==> src/rtl/smi_evt_pkg.sv <==
package smi_evt_pkg;

    // Kind of transition that records an event
    typedef enum logic {
        EDGE_ANY  = 1'b0,
        EDGE_RISE = 1'b1
    } edge_kind_e;

    localparam int unsigned REG_W     = 32;
    localparam int unsigned NUM_FIXED = 6;
    localparam int unsigned STAT_LSB  = 16;

    // Event index order (shared by enable and status fields)
    localparam int unsigned EV_HCRST = 0;
    localparam int unsigned EV_HALT  = 1;
    localparam int unsigned EV_CFG   = 2;
    localparam int unsigned EV_PER   = 3;
    localparam int unsigned EV_ASYNC = 4;
    localparam int unsigned EV_PM    = 5;

    function automatic edge_kind_e kind_of(input int unsigned idx);
        if (idx == EV_HCRST || idx == EV_HALT || idx == EV_PM)
            return EDGE_RISE;
        return EDGE_ANY;
    endfunction

    function automatic logic edge_hit(input edge_kind_e k, input logic prev, input logic cur);
        return (k == EDGE_RISE) ? (cur & ~prev) : (cur ^ prev);
    endfunction

endpackage

==> src/rtl/smi_evt_edge.sv <==
module smi_evt_edge
    import smi_evt_pkg::*;
#(
    parameter edge_kind_e KIND = EDGE_ANY
) (
    input  logic clk,
    input  logic rst,
    input  logic sig_i,
    output logic evt_o
);

    logic prev_q;

    // Tracks the input during reset too, so a level held across reset is no event
    always_ff @(posedge clk) begin
        prev_q <= sig_i;
    end

    assign evt_o = ~rst & edge_hit(KIND, prev_q, sig_i);

    generate
        if (KIND == EDGE_RISE) begin : g_rise

            rise_only_chk: assert property (@(posedge clk) disable iff (rst)
                evt_o |-> (sig_i && !$past(sig_i)));
        end else begin : g_any

            any_change_chk: assert property (@(posedge clk) disable iff (rst)
                evt_o |-> (sig_i != $past(sig_i)));
        end
    endgenerate

endmodule

==> src/rtl/smi_evt_stat.sv <==
module smi_evt_stat #(
    parameter int unsigned N = 8
) (
    input  logic         clk,
    input  logic         rst,
    input  logic [N-1:0] evt_i,
    input  logic [N-1:0] clr_i,
    output logic [N-1:0] stat_o
);

    logic [N-1:0] stat_q;

    // Set has priority over a write-1 clear in the same cycle
    always_ff @(posedge clk) begin
        if (rst) stat_q <= '0;
        else     stat_q <= evt_i | (stat_q & ~clr_i);
    end

    assign stat_o = stat_q;


    set_wins_chk: assert property (@(posedge clk) disable iff (rst)
        (|evt_i) |=> ((stat_q & $past(evt_i)) == $past(evt_i)));


    w1c_clear_chk: assert property (@(posedge clk) disable iff (rst)
        (|(clr_i & ~evt_i)) |=> ((stat_q & $past(clr_i & ~evt_i)) == '0));


    no_spurious_set_chk: assert property (@(posedge clk) disable iff (rst)
        (evt_i == '0) |=> ((stat_q & ~$past(stat_q)) == '0));

endmodule

==> src/rtl/smi_evt_reg.sv <==
module smi_evt_reg
    import smi_evt_pkg::*;
#(
    parameter int unsigned NUM_PORTS = 2
) (
    input  logic                 clk,
    input  logic                 rst,
    input  logic                 sched_per_en_i,
    input  logic                 sched_async_en_i,
    input  logic                 cfg_flag_i,
    input  logic                 hc_halted_i,
    input  logic                 hc_reset_i,
    input  logic                 pm_stat_i,
    input  logic [NUM_PORTS-1:0] port_own_i,
    input  logic                 reg_wr_i,
    input  logic [REG_W-1:0]     reg_wdata_i,
    output logic [REG_W-1:0]     reg_rdata_o,
    output logic                 smi_req_o
);

    localparam int unsigned NUM_EVT     = NUM_FIXED + NUM_PORTS;
    localparam int unsigned EN_PORT_LSB = STAT_LSB - NUM_PORTS;
    localparam int unsigned STAT_MSB    = STAT_LSB + NUM_EVT - 1;

    logic [NUM_EVT-1:0] mon;
    logic [NUM_EVT-1:0] evt;
    logic [NUM_EVT-1:0] clr;
    logic [NUM_EVT-1:0] stat;
    logic [NUM_EVT-1:0] en_q;
    logic [NUM_EVT-1:0] en_wr;

    assign mon = {port_own_i, pm_stat_i, sched_async_en_i, sched_per_en_i,
                  cfg_flag_i, hc_halted_i, hc_reset_i};

    generate
        for (genvar i = 0; i < NUM_EVT; i++) begin : g_edge
            smi_evt_edge #(.KIND(kind_of(i))) u_edge (
                .clk   (clk),
                .rst   (rst),
                .sig_i (mon[i]),
                .evt_o (evt[i])
            );
        end
    endgenerate

    assign en_wr = {reg_wdata_i[STAT_LSB-1:EN_PORT_LSB], reg_wdata_i[NUM_FIXED-1:0]};
    assign clr   = reg_wr_i ? reg_wdata_i[STAT_MSB:STAT_LSB] : '0;

    always_ff @(posedge clk) begin
        if (rst)           en_q <= '0;
        else if (reg_wr_i) en_q <= en_wr;
    end

    smi_evt_stat #(.N(NUM_EVT)) u_stat (
        .clk    (clk),
        .rst    (rst),
        .evt_i  (evt),
        .clr_i  (clr),
        .stat_o (stat)
    );

    always_comb begin
        reg_rdata_o = '0;
        reg_rdata_o[NUM_FIXED-1:0]          = en_q[NUM_FIXED-1:0];
        reg_rdata_o[STAT_LSB-1:EN_PORT_LSB] = en_q[NUM_EVT-1:NUM_FIXED];
        reg_rdata_o[STAT_MSB:STAT_LSB]      = stat;
    end

    assign smi_req_o = |(stat & en_q);


    reset_empty_chk: assert property (@(posedge clk) disable iff (rst)
        $past(rst) |-> (reg_rdata_o == '0 && !smi_req_o));


    enable_write_chk: assert property (@(posedge clk) disable iff (rst)
        reg_wr_i |=> ({reg_rdata_o[STAT_LSB-1:EN_PORT_LSB], reg_rdata_o[NUM_FIXED-1:0]}
                      == $past(en_wr)));


    req_needs_event_chk: assert property (@(posedge clk) disable iff (rst)
        smi_req_o |-> (reg_rdata_o[STAT_MSB:STAT_LSB] != '0));

endmodule

==> config.mk <==
export PLATFORM = sky130hd
export DESIGN_NAME = smi_evt_reg
export DESIGN_NICKNAME = d
export VERILOG_FILES = /design/src/rtl/smi_evt_pkg.sv /design/src/rtl/smi_evt_edge.sv /design/src/rtl/smi_evt_stat.sv /design/src/rtl/smi_evt_reg.sv
export SDC_FILE = /design/constraint.sdc
export NUM_CORES = 1
export LEC_CHECK = 0
export ABC_AREA = 0
export BUFFER_PORTS_ARGS = -buffer_cell sky130_fd_sc_hd__buf_2
export CORE_MARGIN = 10
export CORE_UTILIZATION = 36
export CTS_BUF_LIST = sky130_fd_sc_hd__clkbuf_4
export DETAILED_ROUTE_END_ITERATION = 16
export GPL_TIMING_DRIVEN = 1
export PLACE_DENSITY = 0.76
export SKIP_LAST_GASP = 1
export SLEW_MARGIN = 20
export SYNTH_ARGS = -nofsm -noshare
export SYNTH_HDL_FRONTEND = slang
export SYNTH_SLANG_ARGS = --single-unit
==> constraint.sdc <==
create_clock -name clk -period 0.8 [get_ports clk]
set_input_delay 0.16 -clock clk [delete_from_list [all_inputs] [get_ports clk]]
set_output_delay 0.16 -clock clk [all_outputs]
set_load 0.1 [all_outputs]
======== Word-level counts from Yosys, hierarchy flattened ========
Cells that the tools add are included.
cells by class
  multiplexer cells ....................... 1
  bitwise logic cells ..................... 24
  reductions and logical operators ........ 1
operators by type and width
  cell                count
  bitwise AND 8 bit   2
  bitwise AND 1 bit   11
  2-to-1 mux 8 bit    1
  NOT 8 bit           1
  OR 8 bit            1
  OR reduction 8 bit  1
  bitwise XOR 1 bit   5
  NOT 1 bit           4
word-level totals
  register bits ........................... 24
  input port bits ......................... 43
  logic and storage cells ................. 36

======== Longest topological paths before layout ========
  depth after elaboration ................. 4
  mapped depth ............................ 4
  mapped depth without buffers ............ 2

======== Modules after synthesis ========
A second synthesis with hierarchy kept.
unflattened totals
  cells, all modules ...................... 111
  area total of the unflattened synthesis .. 1162.4 µm²
by module, submodules not included
  module                                instances  cells each  area an instance (µm²)
  smi_evt_reg                           1          57          520.5
  smi_evt_stat                          1          33          381.6
  smi_evt_edge at g_edge[2].u_edge ...  5          3           32.5
  smi_evt_edge at g_edge[0].u_edge ...  3          2           32.5

======== Worst setup path before layout ========
Ideal clock, no wire load.
  kind .................................... reg2out
  from .................................... register en_q[4]
  to ...................................... output smi_req_o
  data arrival time ....................... 1.986 ns
  required time ........................... 0.640 ns
  setup slack ............................. -1.346 ns
  stages on the path, launching flop included .. 3
  cell sequence ........................... dfxtp_1 a22oi_1 nand4_1
on the way
  cells in the longest elaborated chain, start to end .. 2
RTL lines
  what                    line               RTL
  from (decl)             smi_evt_reg.sv:29  logic [NUM_EVT-1:0] en_q;
  from (signal assigned)  smi_evt_reg.sv:51  else if (reg_wr_i) en_q <= en_wr;
  bitwise AND 8 bit       smi_evt_reg.sv:69  assign smi_req_o = |(stat & en_q);
  OR reduction 8 bit      smi_evt_reg.sv:69
  to (decl)               smi_evt_reg.sv:18  output logic smi_req_o
No other way between the ends.

======== Worst setup path in the final report ========
Ends and elaborated chain as after synthesis.

==> flow_summary.ini <==
[status]
status = finished with violations
violations = negative setup slack

[timing]
max_freq_ghz = 0.6945
slew_viol_final = 0
hold_violations = 0
fin_crit_ns = 1.440
holdWs_ns = 0.09106
setup_viol = 28
fin_crit_sh_pct = 180.0
fin_ws_ns = -0.6398
skew_ns = 0.002700
rsz0062_at_grt = true

[synthesis]
synth_area_um2 = 980.9
synth.top_cells.by_area = dfxtp_1 (49%), buf_4 (12%), mux2i_1 (8.2%)
synth_top_area_share_pct = 48.98
syn-instance-count = 90
yosys.cell_types.count = 17
synthDominantAreaCellType = dfxtp_1
synth_area_per_cell_um2 = 10.90
seq_area_frac_synth_pct = 48.98
ys_ff_latch = 24
yosysWarnings = 0

[placed_design]
place_congestion = 0.7017
port_buffers = 43
dp_cells = 175
dp_hpwl_mm = 2.248

[global_routing]
antenna_found_initial = 1
grt_usage_pct = 11.36
grt_max_degree = 17
grt_pass1_wl_mm = 4.788
grt_overflow = 0
grt_pass1_vias = 990

[clock_tree]
path_clk_slew_ns = 0.12
clock-sinks = 24
htree_levels = 1
cts_tree = built
clockBufferDepth = 2
numCtsBuffers = 3
clock_latency_ns = 0.31
root_buffer = clkbuf_4

[layout]
synthToLayoutAreaGrowth_pct = 84.06
fillCellCount = 188
final_common_cell = buf_2
final_cell_mix = buf_2 (26), buf_12 (18), conb_1 (16), dfxtp_4 (16), buf_6 (16)
layout-drive-gt1-share_pct = 61.39
fin_cells = 189
final_nets = 202

[setup_path]
required_ns = 0.64
crit_path_end_kind = output port
arrival_ns = 1.28
cp-start-kind = flip-flop
path_class = flip-flop to output port
cp_max_fo = 2

[detailed_routing]
wl_mm = 3.130
vias = 872
detail_route.vias_per_cell = 4.614
drc = 0
wl_met2_mm = 1.532
ant_nets = 0
routedWlPerCell_um = 16.56
m1WireLength_mm = 1.127
drtPass1Iterations = 3
met3_length_um = 385
routed.top_layer = met4
first_iter_violations = 34

[run]
max_cap_viol_count = 0

[floorplanning]
rows = 18
ios = 76
die_area_mm2 = 0.005213
core-area_mm2 = 0.002545
fp.dieH_um = 72.20
die_x_um = 72.20
start_util_pct = 38.54

[min_path]
min_path_type = input port to flip-flop

[pwr]
power_leakage_nw = 0.8090
power_density_mw_per_mm2 = 1903
vdd_drop_max_uv = 1579
==> registers in the layout (all words and copies together), names as in the netlist <==
signal / count
g_edge.u_edge.prev_q: 8
en_q: 8
u_stat.stat_o: 8
==> kinds of logic after synthesis <==
kind of cell / after synthesis / share of synthesized area [%]
AO/OA/AOI/OAI: 20 / 16.07
buffers and inverters: 20 / 16.33
XOR/XNOR: 5 / 4.464
AND/OR/NAND/NOR: 12 / 5.613
flip-flops: 24 / 48.98
other: 1 / 0.3823
multiplexers: 8 / 8.164
==> synth_stat cells <==
cell type and n:
dfxtp_1 24, buf_4 16, mux2i_1 8, nor2_1 8, a21bo_2 6, a21oi_1 6, xnor2_1 5, a22oi_1 4
nand2b_1 3, a21bo_1 2, a21oi_2 2, buf_12 1, buf_2 1, buf_6 1, clkbuf_1 1, conb_1 1
nand4_1 1
==> timing repair <==
| action | in CTS | in global routing |
|---|---|---|
| pin swaps | 1 | 3 |
| setup buffers | 3 | 8 |
| setup endpoints to repair | 27 | 31 |
| resized for setup | 21 | 13 |
| hold buffers | 8 | 0 |
| endpoints found under the hold margin | 8 | 0 |
==> final cells by class <==
type | count | area [um^2] | area share (%)
Antenna cell | 1 | 2.502 | 0.1386
Clock buffer | 3 | 22.52 | 1.247
Clock inverter | 1 | 3.754 | 0.2079
Multi-Input combinational cell | 61 | 440.4 | 24.39
Sequential cell | 24 | 540.5 | 29.94
Tap cell | 30 | 37.54 | 2.079
Timing Repair Buffer | 69 | 758.2 | 42.00
==> per-layer routing <==
metal | up-vias | global-route usage [%]
met5 | - | 0
met4 | 0 | 5.591
met3 | 6 | 6.259
met2 | 46 | 18.46
met1 | 410 | 11.55
li1 | 410 | -
==> metrics by stage <==
stage	setup WS [ns]	power (W)	utilization (%)	TNS, ns	area [um^2]
after floorplan	-0.9279	0.002368	-	-2.025	1097
after global placement	-0.3064	0.002778	62.29	-0.5518	1585
after detailed placement	-0.2810	0.002797	62.29	-0.7101	1585
after CTS	-0.6513	0.003429	69.96	-6.533	1780
after global routing	-0.7139	0.003598	70.94	-7.700	1805
final	-0.6398	0.003436	70.94	-6.387	1805
==> report_power, final <==
| part | total [W] | internal, W | switching (W) |
|---|---|---|---|
| combinational | 0.00158 | 0.000544 | 0.00104 |
| clock | 0.000533 | 0.000183 | 0.000350 |
| sequential | 0.00132 | 0.00126 | 0.0000571 |
| total | 0.00344 | 0.00199 | 0.00145 |
==> path summary, 6_finish.rpt <==
path                                start               end  slack (ns)  cells past startpoint
setup reg to reg         u_stat.stat_o[4]  u_stat.stat_o[4]       -0.13                      4
hold / removal             reg_wdata_i[1]           en_q[1]        0.09                      3
hold reg to reg   g_edge[5].u_edge.prev_q  u_stat.stat_o[5]        0.51                      2
setup / recovery                  en_q[4]         smi_req_o       -0.64                      3
==> critical path: stages (launching register included) <==
cell     delay, ns
dfxtp_4       0.37
a22oi_2       0.18
nand4_1       0.19
buf_12        0.22
No activity file was read; power rests on OpenSTA's default activity.
